### config.mk
export PLATFORM = sky130hd
export DESIGN_NAME = sd_clock_ctrl
export DESIGN_NICKNAME = d
export VERILOG_FILES = /design/src/rtl/sdclk_pkg.sv /design/src/rtl/sdclk_ctrl_reg.sv /design/src/rtl/sdclk_divider.sv /design/src/rtl/sdclk_gate.sv /design/src/rtl/sd_clock_ctrl.sv
export SDC_FILE = /design/constraint.sdc
export NUM_CORES = 1
export LEC_CHECK = 0
export ABC_AREA = 1
export BUFFER_PORTS_ARGS = -buffer_cell sky130_fd_sc_hd__buf_2
export CORE_MARGIN = 5
export CORE_UTILIZATION = 31
export CTS_CLUSTER_DIAMETER = 50
export DETAILED_ROUTE_END_ITERATION = 16
export HOLD_SLACK_MARGIN = 0.03
export PLACE_DENSITY = 0.54
export SKIP_LAST_GASP = 1
export SLEW_MARGIN = 5
export SYNTH_ARGS = -nofsm -noshare
export SYNTH_HDL_FRONTEND = slang
export SYNTH_SLANG_ARGS = --single-unit
### constraint.sdc
create_clock -name clk -period 1.9 [get_ports clk]
set_input_delay 0.38 -clock clk [delete_from_list [all_inputs] [get_ports clk]]
set_output_delay 0.38 -clock clk [all_outputs]
set_load 0.01 [all_outputs]
### src/rtl/sdclk_pkg.sv
package sdclk_pkg;

    localparam int SEL_W  = 10;
    localparam int LO_W   = 8;
    localparam int HALF_W = 12;
    localparam int WORD_W = 16;

    typedef logic [HALF_W-1:0] half_t;
    typedef logic [SEL_W-1:0]  sel_t;

    typedef struct packed {
        sel_t sel;
        logic sd_en;
        logic ice;
    } ctrl_t;

    // Half period in clk cycles (equals the divide ratio of the base clock)
    function automatic half_t decode_half(input sel_t sel, input logic legacy);
        half_t h;
        h = half_t'(1);
        if (legacy) begin
            for (int i = 0; i < LO_W; i++) begin
                if (sel[i]) h = half_t'(1) << (i + 1);
            end
        end else if (sel != '0) begin
            h = half_t'({sel, 1'b0});
        end
        return h;
    endfunction

    function automatic ctrl_t unpack_word(input logic [WORD_W-1:0] w);
        ctrl_t c;
        c.sel   = {w[7:6], w[15:8]};
        c.sd_en = w[2];
        c.ice   = w[0];
        return c;
    endfunction

    function automatic logic [WORD_W-1:0] pack_word(input ctrl_t c, input logic stable);
        return {c.sel[7:0], c.sel[9:8], 3'b000, c.sd_en, stable, c.ice};
    endfunction

endpackage

### src/rtl/sdclk_ctrl_reg.sv
module sdclk_ctrl_reg
    import sdclk_pkg::*;
(
    input  logic              clk,
    input  logic              rst,
    input  logic              legacy_mode,
    input  logic              wr_en,
    input  logic [WORD_W-1:0] wr_data,
    output ctrl_t             ctrl_o,
    output half_t             half_o,
    output logic              restart_o
);

    ctrl_t ctrl_q, ctrl_n;
    half_t half_q, half_n;

    always_comb begin
        ctrl_n    = wr_en ? unpack_word(wr_data) : ctrl_q;
        half_n    = decode_half(ctrl_n.sel, legacy_mode);
        restart_o = (half_n != half_q) || !ctrl_n.ice;
    end

    always_ff @(posedge clk) begin
        if (rst) begin
            ctrl_q <= '0;
            half_q <= half_t'(1);
        end else begin
            ctrl_q <= ctrl_n;
            half_q <= half_n;
        end
    end

    assign ctrl_o = ctrl_q;
    assign half_o = half_q;

    // legacy ratio is always a single power of two
    a_r4_legacy_pow2: assert property (@(posedge clk) disable iff (rst)
        (legacy_mode && $stable(legacy_mode)) |-> ($countones(half_q) == 1));

    // linear ratio is 1 or an even value not above 2046
    a_r6_linear_range: assert property (@(posedge clk) disable iff (rst)
        (!legacy_mode && $stable(legacy_mode)) |->
            ((half_q == half_t'(1)) || (!half_q[0] && half_q <= half_t'(2046))));

endmodule

### src/rtl/sdclk_divider.sv
module sdclk_divider
    import sdclk_pkg::*;
(
    input  logic  clk,
    input  logic  rst,
    input  logic  ice,
    input  logic  restart,
    input  half_t half,
    output logic  div_q_o,
    output logic  div_n_o
);

    half_t cnt_q, cnt_n;
    logic  div_q, div_n;

    always_comb begin
        cnt_n = cnt_q;
        div_n = div_q;
        if (restart || !ice) begin
            cnt_n = '0;
            div_n = 1'b0;
        end else if (cnt_q == half - half_t'(1)) begin
            cnt_n = '0;
            div_n = ~div_q;
        end else begin
            cnt_n = cnt_q + half_t'(1);
        end
    end

    always_ff @(posedge clk) begin
        if (rst) begin
            cnt_q <= '0;
            div_q <= 1'b0;
        end else begin
            cnt_q <= cnt_n;
            div_q <= div_n;
        end
    end

    assign div_q_o = div_q;
    assign div_n_o = rst ? 1'b0 : div_n;

endmodule

### src/rtl/sdclk_gate.sv
module sdclk_gate #(
    parameter int STABLE_CYCLES = 16
) (
    input  logic clk,
    input  logic rst,
    input  logic ice,
    input  logic restart,
    input  logic sd_en,
    input  logic div_q,
    input  logic div_n,
    output logic stable_o,
    output logic sdclk_o
);

    localparam int CW = $clog2(STABLE_CYCLES + 1);

    logic [CW-1:0] scnt_q;
    logic          stable_q;
    logic          gate_q, gate_n;
    logic          sdclk_q;

    always_ff @(posedge clk) begin
        if (rst || restart || !ice) begin
            scnt_q   <= '0;
            stable_q <= 1'b0;
        end else if (!stable_q) begin
            if (scnt_q == CW'(STABLE_CYCLES - 1)) stable_q <= 1'b1;
            else                                   scnt_q   <= scnt_q + CW'(1);
        end
    end

    // Gate only moves while the divided clock is low
    always_comb begin
        if (restart || !ice)  gate_n = 1'b0;
        else if (!div_q)      gate_n = sd_en && stable_q;
        else                  gate_n = gate_q;
    end

    always_ff @(posedge clk) begin
        if (rst) begin
            gate_q  <= 1'b0;
            sdclk_q <= 1'b0;
        end else begin
            gate_q  <= gate_n;
            sdclk_q <= div_n && gate_n;
        end
    end

    assign stable_o = stable_q;
    assign sdclk_o  = sdclk_q;

    // no rising card clock unless enabled and stable beforehand
    a_r8_gated_rise: assert property (@(posedge clk) disable iff (rst)
        !(sd_en && stable_q) |=> !$rose(sdclk_q));

    // a falling output edge only where the divided clock is low
    a_r9_no_runt: assert property (@(posedge clk) disable iff (rst)
        $fell(sdclk_q) |-> !div_q);

endmodule

### src/rtl/sd_clock_ctrl.sv
module sd_clock_ctrl
    import sdclk_pkg::*;
#(
    parameter int STABLE_CYCLES = 16
) (
    input  logic        clk,
    input  logic        rst,
    input  logic        legacy_mode,
    input  logic        wr_en,
    input  logic [15:0] wr_data,
    output logic [15:0] rd_data,
    output logic        sd_clk
);

    ctrl_t ctrl;
    half_t half;
    logic  restart, div_q, div_n, stable;

    sdclk_ctrl_reg u_reg (
        .clk         (clk),
        .rst         (rst),
        .legacy_mode (legacy_mode),
        .wr_en       (wr_en),
        .wr_data     (wr_data),
        .ctrl_o      (ctrl),
        .half_o      (half),
        .restart_o   (restart)
    );

    sdclk_divider u_div (
        .clk     (clk),
        .rst     (rst),
        .ice     (ctrl.ice),
        .restart (restart),
        .half    (half),
        .div_q_o (div_q),
        .div_n_o (div_n)
    );

    sdclk_gate #(.STABLE_CYCLES(STABLE_CYCLES)) u_gate (
        .clk      (clk),
        .rst      (rst),
        .ice      (ctrl.ice),
        .restart  (restart),
        .sd_en    (ctrl.sd_en),
        .div_q    (div_q),
        .div_n    (div_n),
        .stable_o (stable),
        .sdclk_o  (sd_clk)
    );

    assign rd_data = pack_word(ctrl, stable);

    // writing the internal enable low drops the flag and the output
    a_r7_ice_off: assert property (@(posedge clk) disable iff (rst)
        (wr_en && !wr_data[0]) |=> (!rd_data[1] && !sd_clk));

endmodule

# Word-level counts from Yosys, hierarchy flattened

Cells that the tools add are included.

Bits in writable memories: 0
Bits in registers: 45
Output and inout bits: 17
ROM bits: 0
Word-level logic and storage cells: 48
Bits in latches: 0
Memories kept: 0

Eq/ne operators: 3
Multiply operators: 0
Bitwise gates (word level): 3
Add/sub/neg operators: 3
Reduce and logical (&&, ||, !) cells: 11
Shift operators: 0
Muxes and demuxes: 18
Divide/modulo/power cells: 0
Order comparisons: 0

Operators by type and width:

| cell                  | count |
|---|---|
| $mux 12               | 2 |
| $add 12x1->12 const B | 1 |
| $eq 12x12->1          | 1 |
| $ne 12x12->1          | 1 |
| $sub 12x1->12 const B | 1 |
| $mux 11               | 1 |
| $reduce_bool 10->1    | 1 |
| $mux 9                | 1 |
| $mux 8                | 1 |
| $mux 1                | 7 |
| $mux 7                | 1 |
| $mux 6                | 1 |
| $add 5x1->5 const B   | 1 |
| $eq 5x4->1 const B    | 1 |
| $mux 5                | 1 |
| $logic_or 1x1->1      | 4 |
| $mux 4                | 1 |
| $mux 3                | 1 |
| $not 1->1             | 3 |
| $reduce_or 3->1       | 1 |
| $logic_and 1x1->1     | 2 |
| $logic_not 1->1       | 2 |
| $mux 2                | 1 |
| $reduce_and 2->1      | 1 |

# Longest topological paths before layout

Gate-level depths: netlist of the first run.

Depth after elaboration: 16
Gate-level depth with buffers: 15
Mapped depth without buffers: 14

# By module

A second synthesis of the first run with hierarchy kept.

Cells, all modules: 401
Area total of the unflattened synthesis: 2661.3 um^2

Modules (own cells, without submodules):

| module         | cells an instance | area an instance (um^2) | times used |
|---|---|---|---|
| sdclk_ctrl_reg | 198               | 1211.2                  | 1 |
| sdclk_divider  | 153               | 1064.8                  | 1 |
| sdclk_gate     | 45                | 351.6                   | 1 |
| sd_clock_ctrl  | 5                 | 33.8                    | 1 |

# Worst setup path after synthesis of the first run

Ideal clock, no wire load.

Kind: register -> register
Start point: reg u_reg.half_q[0] (netlist: u_reg.half_o[0])
End point: reg u_div.cnt_q[8]
Path buffers: 1
Setup slack: 137 ps
Clock period less this slack: 1763 ps
Setup time: 117 ps
Arrival: 1646 ps
Cell stages (with the launch flop): 15
Path through: dfxtp_1 inv_1 ha_1 inv_1 nand2_1 nand2_1 nor2_1 nand2_1 nor2_1 nand2_1 nor2_1 nand3_1 nand4_2 buf_6 nor2_2

Word-level cells in the longest chain between the ends: 4

Ends and longest elaborated chain:

| what                                                                  | line                 | source |
|---|---|---|
| from (decl)                                                           | sdclk_ctrl_reg.sv:15 | `half_t half_q, half_n;` |
| from (signal assigned)                                                | sdclk_ctrl_reg.sv:26 | `half_q <= half_t'(1);` |
| from (signal assigned)                                                | sdclk_ctrl_reg.sv:29 | `half_q <= half_n;` |
| parallel branches: the longest is 3 deep, another holds $sub 12x1->12 | --                   |  |
| $reduce_or 3->1 (no line) *                                           | --                   |  |
| to (signal assigned)                                                  | sdclk_divider.sv:35  | `cnt_q <= cnt_n;` |
| to (decl)                                                             | sdclk_divider.sv:13  | `half_t cnt_q, cnt_n;` |

Mark *: on every way between the ends.
A chain may end at the register's enable or synchronous reset.

# Worst setup path in the final report of the first run

Start point: reg u_reg.half_q[1] (netlist: u_reg.half_o[1])
End point: reg u_div.cnt_q[3]

The elaborated chain is that of the path after synthesis.

==> results of run 1 <==
worst reg2reg max path, delay by kind of cell, from the launching register on:
family / cells / cell delay (ns)
buffers and inverters: 3 / 0.43
DFF: 1 / 0.34
and+or+nand+nor: 10 / 1.00
power by group:
| part | internal, mW | switching, mW |
|---|---|---|
| Clock | 0.397 | 0.360 |
| Combinational | 0.201 | 0.251 |
| Sequential | 0.951 | 0.0239 |
| Total | 1.55 | 0.636 |
cells by family after synthesis:
group                      Yosys count  share of synthesized area, %
AOI/OAI and AO/OA                   24                          5.94
xor gates and xnor gates            19                          6.53
adders and majority gates            4                          1.96
other                                1                         0.147
DFF                                 44                          34.6
and+or+nand+nor                    223                          38.4
buffers and inverters               70                          12.4
final cells by class:
class                   instances  area, µm²
repair buffers                 76        528
clock inverters                 3       46.3
well taps                     105        131
multi-input cells             273       1430
flip-flops and latches         44        883
inverters                      59        224
clock buffers                   5       68.8
fillers                       894       4780
cell usage after synthesis (6+ instances only):
master | count | area share [%]
xnor2_1 | 6 | 2.1
dfxtp_1 | 44 | 35
o21ai_0 | 9 | 1.8
buf_4 | 6 | 1.8
xor2_1 | 13 | 4.5
inv_1 | 57 | 8.4
nand3_1 | 29 | 5.7
nor2_1 | 57 | 8.4
nand2_1 | 104 | 15
nand2_2 | 7 | 1.7
nor2_2 | 12 | 2.9
a21oi_1 | 7 | 1.4
how the worst max path moves through the flow:
stage,start,end,slack (ns)
6_report,u_reg.half_o[1],u_div.cnt_q[3],0.03
5_1_grt,u_reg.half_o[1],u_div.cnt_q[3],-0.08
4_1_cts,u_reg.half_o[1],u_div.cnt_q[0],0.003
3_5_place_dp,wr_en,u_gate.scnt_q[1],-0.23
3_3_place_gp,wr_en,u_gate.scnt_q[1],-0.21
2_1_floorplan,u_reg.half_o[0],u_div.cnt_q[8],0.14
timing repair:
item / 4_1_cts / 5_1_grt
pin swaps: 1 / 8
setup endpoints to repair: 12 / 21
resized for setup: 3 / 19
gates cloned: 0 / 1
buffers inserted: 0 / 2
hold buffers: 0 / 0
hold endpoints to repair: 0 / 0
cell usage in the layout (no fill, tap or decap), types with 10 or more instances in the layout:
master | netlist | final
xor2_1 | 13 | 13
nor2_1 | 57 | 53
nand3_1 | 29 | 28
dfxtp_1 | 44 | 42
nand2_1 | 104 | 101
buf_4 | 6 | 45
nand2_2 | 7 | 10
inv_1 | 57 | 54
nor2_2 | 12 | 13
buf_2 | 0 | 29
flip-flops by register name, summed over array words and instances (netlist names):
register	count
u_gate.stable_o	1
u_div.cnt_q	12
u_div.div_q_o	1
u_gate.gate_q	1
u_reg.half_o	11
u_gate.sdclk_o	1
u_reg.ctrl_o	12
u_gate.scnt_q	5
metal layers:
layer,GRT usage [%],share of wire (%)
met1,16.3,49
met2,20.8,47
met3,2.42,3.0
met4,4.35,1.7
met5,0,0
==> impl_metrics.json, run 1 <==
{
  "crit_chain": "buf_4 > nor2_1 > nand2_1 > nor2_1 > buf_4 > nand3_1 > nand2_1 > nand2_1 > nor2_1 > nand3_2 > nand4_4 > clkbuf_16 > nor2_2",
  "critPathCaptureType": "register",
  "crit_required_ns": 2.10,
  "async_reset_ff_share_pct": 0,
  "nets": 483,
  "leakage_nw": 1.60,
  "grt-ovfl-total": 0,
  "cap_violations": 0,
  "fin_util_pct": 40.9,
  "peakVddDrop_mv": 0.257,
  "grt_max_degree": 21,
  "cp_slowest_cell": "dfxtp_2",
  "finalPower_mw": 2.18,
  "gp_congestion": 0.811,
  "ys_dominant_reg_cell": "dfxtp_1",
  "track_usage_pct": 12.6,
  "crit_arrival_ns": 2.07,
  "dieArea_um2": 10100,
  "drive_above_1_share_pct": 28.5,
  "whs_endpoint": "u_reg.ctrl_o[1]",
  "initial_core_util_pct": 31.5,
  "antenna_found_initial": 0,
  "h-tree-depth": 2,
  "critPathTopFamily": "simple AND/OR/NAND/NOR gates",
  "firstDrtPassIters": 4,
  "postPlaceCellArea_um2": 3080,
  "numCtsBuffers": 5,
  "hold_viol_final": 0,
  "rsz0062_at_grt": "true",
  "area_growth_pct": 29.9,
  "reg2reg_slack_ns": 0.03,
  "core_um2": 8090,
  "pre_cts_ws_ns": -0.229,
  "cp_max_fo": 6,
  "clock_sinks": 44,
  "grt_pass1_vias": 2281,
  "finalCriticalPeriod_ns": 1.87,
  "wl_per_cell_um": 10.6,
  "hpwl_um": 4610,
  "grt_first_pass_wirelength_um": 10300,
  "synth_cells": 385,
  "cts-root-buf": "clkbuf_8",
  "rows": 33,
  "clockBufferDepth": 2,
  "postLayoutCellArea_um2": 3310,
  "insertion_delay_ns": 0.31,
  "power_density_nw_per_um2": 660,
  "reg2reg_to": "u_div.cnt_q[3]",
  "cp-start-kind": "register",
  "rr_worst_depth": 13,
  "wirelength_um": 5960,
  "r2r_start": "u_reg.half_o[1]",
  "setup_viol": 0,
  "path_clk_slew_ns": 0.09,
  "num_antenna_cells": 0,
  "ys_seq_elements": 44,
  "vias_per_cell": 4.27,
  "synth_edf_count": 0,
  "fin_skew_ns": 0.00782,
  "ios": 37,
  "die_w_um": 101,
  "seq_area_frac_synth_pct": 34.6,
  "critical_path.max_stage_delay_ns": 0.34,
  "dr_total_vias": 2412,
  "fin_cells": 565,
  "ys_types": 29,
  "holdWs_ns": 0.297,
  "critical_path_class": "register to register",
  "outcome": "completed",
  "ant_nets": 0,
  "timing.fmax_ghz": 0.536,
  "die_h_um": 101,
  "synth.avg_cell_area_um2": 6.62,
  "hold_depth": 3,
  "io_buffers": 29,
  "cp_num_cells": 13,
  "drt_iter0_markers": 128,
  "drc": 0,
  "yosys_warnings": 0,
  "fin_crit_sh_pct": 98.2,
  "cts_tree": "yes",
  "holdCritPathClass": "primary input to register",
  "min_from": "wr_data[2]",
  "drv_slew": 0,
  "fin_tns_setup_ns": 0,
  "crit_buf_inv": 3,
  "syn_area_um2": 2550,
  "placed_cells": 554,
  "setup_slack_ns": 0.0335
}
Note: power is estimated with default switching activity, not from simulation.
==> run 2: changes to the inputs <==
Settings changed: CORE_ASPECT_RATIO set to 1.5.
==> run 2 against run 1 <==
Net effect: final area increased by 5.8%; power grew 14%; sequential share of layout area fell by 1.4 points; clock power rose by 36%; fmax grew 2.2%; register-to-register slack improved by 0.04 ns; first-iteration DRC count decreased by 38%; non-clock buffer count increased by 8; hold slack improved by 0.017 ns; critical path depth stayed put; clock skew decreased by 0.00051 ns; largest power group is now the clock network.
==> impl_metrics.json, run 2 (synthesized netlist as in run 1, its figures left out) <==
{
  "postLayoutCellArea_um2": 3500,
  "routed-wl-met2_um": 3210,
  "clock_sinks": 44,
  "firstDrtPassIters": 4,
  "intPower_mw": 1.83,
  "holdCritPathClass": "primary input to register",
  "startpoint": "u_reg.half_o[0]",
  "cpMostUsedCell": "nand2_1",
  "fin_util_pct": 43.7,
  "rows": 40,
  "grt_max_degree": 21,
  "holdWs_ns": 0.314,
  "path_clk_slew_ns": 0.07,
  "hold_viol_final": 0,
  "m1WireLength_um": 2340,
  "top_layer": "met4",
  "grt_pass1_vias": 2345,
  "wirelength_um": 6040,
  "dieArea_um2": 10200,
  "hpwl_um": 4700,
  "ant_nets": 0,
  "grt_first_pass_wirelength_um": 10200,
  "insertion_delay_ns": 0.29,
  "dr_total_vias": 2498,
  "area_growth_pct": 37.4,
  "crit_required_ns": 2.08,
  "setup_viol": 0,
  "gp_congestion": 0.848,
  "crit_arrival_ns": 2.00,
  "cts-root-buf": "clkbuf_16",
  "drv_slew": 0,
  "die_w_um": 84.0,
  "leakage_nw": 1.69,
  "cp_max_fo": 6,
  "io_buffers": 29,
  "initial_core_util_pct": 31.8,
  "vias_per_cell": 4.36,
  "peakVddDrop_mv": 0.508,
  "h-tree-depth": 2,
  "ios": 37,
  "timing.fmax_ghz": 0.548,
  "cts_tree": "yes",
  "drt_iter0_markers": 80,
  "cp-start-kind": "register",
  "clockBufferDepth": 2,
  "postPlaceCellArea_um2": 3120,
  "reg2reg_to": "u_div.cnt_q[5]",
  "crit_chain": "inv_2 > buf_4 > nand2_2 > nor2_2 > buf_6 > nand2_1 > nand2_1 > nand2_1 > nor2_1 > nand3_4 > nand4_4 > clkbuf_16 > nor2_4",
  "fin_cells": 573,
  "numCtsBuffers": 5,
  "reg2reg_slack_ns": 0.07,
  "fin_tns_setup_ns": 0,
  "whs_endpoint": "u_reg.ctrl_o[1]",
  "finalCriticalPeriod_ns": 1.83,
  "cp_slowest_cell": "dfxtp_2",
  "track_usage_pct": 12.5,
  "num_antenna_cells": 0,
  "critical_path.max_stage_delay_ns": 0.33,
  "pwr-share-clk_pct": 41.3,
  "dr_wl_met3_um": 215,
  "fin_skew_ns": 0.00731,
  "layout_common_cells": "100 x nand2_1, 54 x inv_1, 50 x buf_4",
  "die_h_um": 121,
  "placed_cells": 559,
  "wl_per_cell_um": 10.5,
  "drc": 0,
  "critical_path_class": "register to register",
  "rsz0062_at_grt": "true",
  "rr_worst_depth": 13,
  "cts_hold_buf": 0,
  "power_density_nw_per_um2": 711,
  "fin_crit_sh_pct": 96.1,
  "core_um2": 8010,
  "power_switching_uw": 661,
  "hold_depth": 3,
  "critPathCaptureType": "register",
  "antenna_found_initial": 0,
  "nets": 491,
  "outcome": "completed",
  "grt-ovfl-total": 0,
  "cap_violations": 0,
  "r2r_start": "u_reg.half_o[0]",
  "min_from": "wr_data[2]",
  "seqPwrFrac_pct": 39.1,
  "final_common_cell": "nand2_1",
  "sw_frac_of_total_pct": 26.6,
  "drive_above_1_share_pct": 31.4,
  "power_frac_comb_pct": 19.6
}
run 2: changes by cell type in the layout (fill, tap and decap cells not counted), moves of 2 or more:
cell       previous run  this run
nor2_2               13        16
buf_4                45        50
buf_6                 0         2
nor2_1               53        48
clkbuf_8              5         1
clkbuf_16             1         6
nor2_4                4         6
run 2: cell type report:
cell class | instances | area [µm²]
Clock buffer | 6 | 139
Clock inverter | 2 | 38.8
Fill cell | 884 | 4510
Inverter | 59 | 224
Multi-Input combinational cell | 273 | 1480
Sequential cell | 44 | 886
Tap cell | 105 | 131
Timing Repair Buffer | 84 | 606
run 2: power groups by stage:
stage          registers (mW)  logic (mW)  clock network (mW)
6_report                0.973       0.489                1.03
5_1_grt                 0.977       0.552                1.10
3_3_place_gp            0.992       0.432                   0
4_1_cts                 0.973       0.453                1.06
3_5_place_dp            0.993       0.437                   0
2_1_floorplan           0.999       0.254                   0
run 2: timing repair:
action | 4_1_cts | 5_1_grt
buffers inserted | 3 | 3
pin swaps | 6 | 10
endpoints found under the setup margin | 14 | 21
resized for setup | 15 | 29
endpoints found under the hold margin | 0 | 0
gates cloned | 1 | 0
run 2: layer usage:
layer / vias to the layer above / GRT usage, %
met3: 18 / 2.31
li1: 1331 / -
met1: 1101 / 12.7
met4: 0 / 6.64
met2: 48 / 23.9
met5: - / 0
run 2: how the worst max path moves through the flow:
stage / endpoint / depth (start not counted) / slack [ns]
CTS: u_div.cnt_q[1] / 11 / 0.01
floorplan: u_div.cnt_q[8] / 14 / 0.14
global placement: u_gate.scnt_q[1] / 11 / -0.24
detailed placement: u_gate.scnt_q[1] / 11 / -0.24
finish: u_div.cnt_q[5] / 13 / 0.07
global route: u_div.cnt_q[5] / 12 / -0.07
run 2: through the flow:
stage	power, mW	setup WS [ns]
after global routing	2.63	-0.0660
after CTS	2.48	0.0106
final	2.49	0.0744
after floorplan	1.25	0.137
after global placement	1.42	-0.237
after detailed placement	1.43	-0.243
run 2: worst max-delay path: cells and delay by family, from the launching register on:
family                 cells  cell delay, ns
buffers and inverters      4            0.51
flip-flops                 1            0.33
AND/OR/NAND/NOR            9            0.87
==> run 3: changes to the inputs <==
Settings changed: GPL_TIMING_DRIVEN set to 0.
==> run 3 against run 2 <==
Net effect: die area did not move; clock skew up 0.0028 ns; first-iteration DRC count fell by 16%; power is 0.23% lower; fmax fell by 1.2%; sequential share of layout area rose by 0.19 points; final area fell by 0.46%; clock power is essentially flat; non-clock buffer count decreased by 16; critical endpoint is now u_reg.half_o[0]; largest cell class unchanged; highest routed layer unchanged.
==> impl_metrics.json, run 3 (synthesized netlist as in run 1, its figures left out) <==
{
  "outcome": "completed",
  "finalCriticalPeriod_ns": 1.85,
  "sw_frac_of_total_pct": 27.5,
  "seqPwrFrac_pct": 39.4,
  "setup_viol": 0,
  "cp_max_fo": 5,
  "cap_violations": 0,
  "layout_common_cells": "93 x nand2_1, 54 x inv_1, 46 x nor2_1",
  "finalPower_mw": 2.48,
  "holdWs_ns": 0.311,
  "leakage_nw": 1.61,
  "critPathCaptureType": "register",
  "setup_slack_ns": 0.0527,
  "peakVddDrop_mv": 0.465,
  "timing.fmax_ghz": 0.541,
  "rows": 40,
  "io_buffers": 29,
  "final-seq-area_um2": 888,
  "ant_nets": 0,
  "grt_max_degree": 15,
  "nets": 475,
  "core_um2": 8010,
  "hold_viol_final": 0,
  "power_frac_comb_pct": 18.9,
  "power_density_nw_per_um2": 713,
  "cts-root-buf": "clkbuf_16",
  "area_growth_pct": 36.8,
  "grt-ovfl-total": 0,
  "dr_total_vias": 2454,
  "multi_input_area_um2": 1560,
  "drv_slew": 0,
  "holdCritPathClass": "primary input to register",
  "hpwl_um": 4520,
  "wirelength_um": 6390,
  "gp_congestion": 0.801,
  "initial_core_util_pct": 31.8,
  "final_common_cell": "nand2_1",
  "drt_iter0_markers": 67,
  "grt_first_pass_wirelength_um": 10800,
  "fin_tns_setup_ns": 0,
  "fillCellCount": 829,
  "numCtsBuffers": 5,
  "firstDrtPassIters": 4,
  "rsz0062_at_grt": "true",
  "clockBufferDepth": 2,
  "fin_skew_ns": 0.0101,
  "power_switching_uw": 683,
  "cts_hold_buf": 0,
  "crit_required_ns": 2.14,
  "fin_crit_sh_pct": 97.2,
  "dieArea_um2": 10200,
  "die_h_um": 121,
  "fin_cells": 557,
  "drc": 0,
  "critical_path_class": "primary input to register",
  "cp-start-kind": "primary input",
  "wl_per_cell_um": 11.5,
  "die_w_um": 84.0,
  "pre_cts_ws_ns": -0.444,
  "clock_sinks": 44,
  "path_clk_slew_ns": 0.07,
  "insertion_delay_ns": 0.29,
  "track_usage_pct": 13.2,
  "antenna_found_initial": 0,
  "num_antenna_cells": 0,
  "placed_cells": 521,
  "intPower_mw": 1.80,
  "pwr-share-clk_pct": 41.8,
  "grt_pass1_vias": 2477,
  "crit_arrival_ns": 2.08,
  "ios": 37,
  "drive_above_1_share_pct": 31.4,
  "vias_per_cell": 4.41,
  "h-tree-depth": 2,
  "cts_tree": "yes"
}
## run 3: power by group through the flow
stage                     Clock (mW)  Combinational, mW  Sequential (mW)
after floorplan                    0              0.254            0.999
after global placement             0              0.349            0.996
after CTS                       1.07              0.446            0.978
after detailed placement           0              0.354            0.997
final                           1.04              0.468            0.979
after global routing            1.10              0.525            0.983
## run 3: area by class of cell
| type | instances | area share (%) |
|---|---|---|
| plain buffers | 10 | 2.51 |
| clock buffers | 6 | 3.99 |
| repair buffers | 58 | 11.6 |
| multi-input cells | 273 | 44.9 |
| clock inverters | 2 | 1.11 |
| flip-flops and latches | 44 | 25.5 |
| well taps | 105 | 3.77 |
| inverters | 59 | 6.64 |
## run 3: worst paths after layout
path / start / cells after the start / slack (ns) / to
setup / recovery: wr_en / 14 / 0.05 / u_reg.half_o[0]
setup reg to reg: u_reg.half_o[0] / 14 / 0.11 / u_div.cnt_q[9]
hold / removal: wr_data[2] / 3 / 0.31 / u_reg.ctrl_o[1]
hold reg to reg: u_div.cnt_q[0] / 1 / 0.50 / u_div.cnt_q[0]
## run 3: repair_timing
item	CTS	global route
cloned	1	0
pin swaps	21	18
buffers inserted	24	5
setup endpoints to repair	21	22
resized for setup	53	21
## run 3: layer usage
| layer | track usage (%) | part of all wire [%] | up-vias | wire [µm] |
|---|---|---|---|---|
| met4 | 7.14 | 3.6 | 0 | 231 |
| met5 | 0 | 0 | - | 0 |
| met1 | 12.7 | 38 | 1102 | 2410 |
| li1 | - | - | 1302 | - |
| met3 | 2.17 | 3.0 | 12 | 191 |
| met2 | 26.0 | 56 | 38 | 3560 |
## run 3: worst max-delay path: stages
cell     delay [ns]
buf_6          0.11
buf_8          0.13
buf_8          0.13
o21ai_2        0.22
nand2_2        0.11
nor2_4         0.12
nand3_2        0.08
buf_4          0.14
buf_4          0.12
buf_4          0.12
buf_4          0.13
buf_4          0.13
buf_4          0.12
nand2_1        0.05
## run 3: metrics by stage
stage	area (µm²)	util, %
final	3480	43.5
after global routing	3480	43.5
after CTS	3410	42.6
after detailed placement	2830	35.4
after global placement	2830	35.4
after floorplan	2550	-
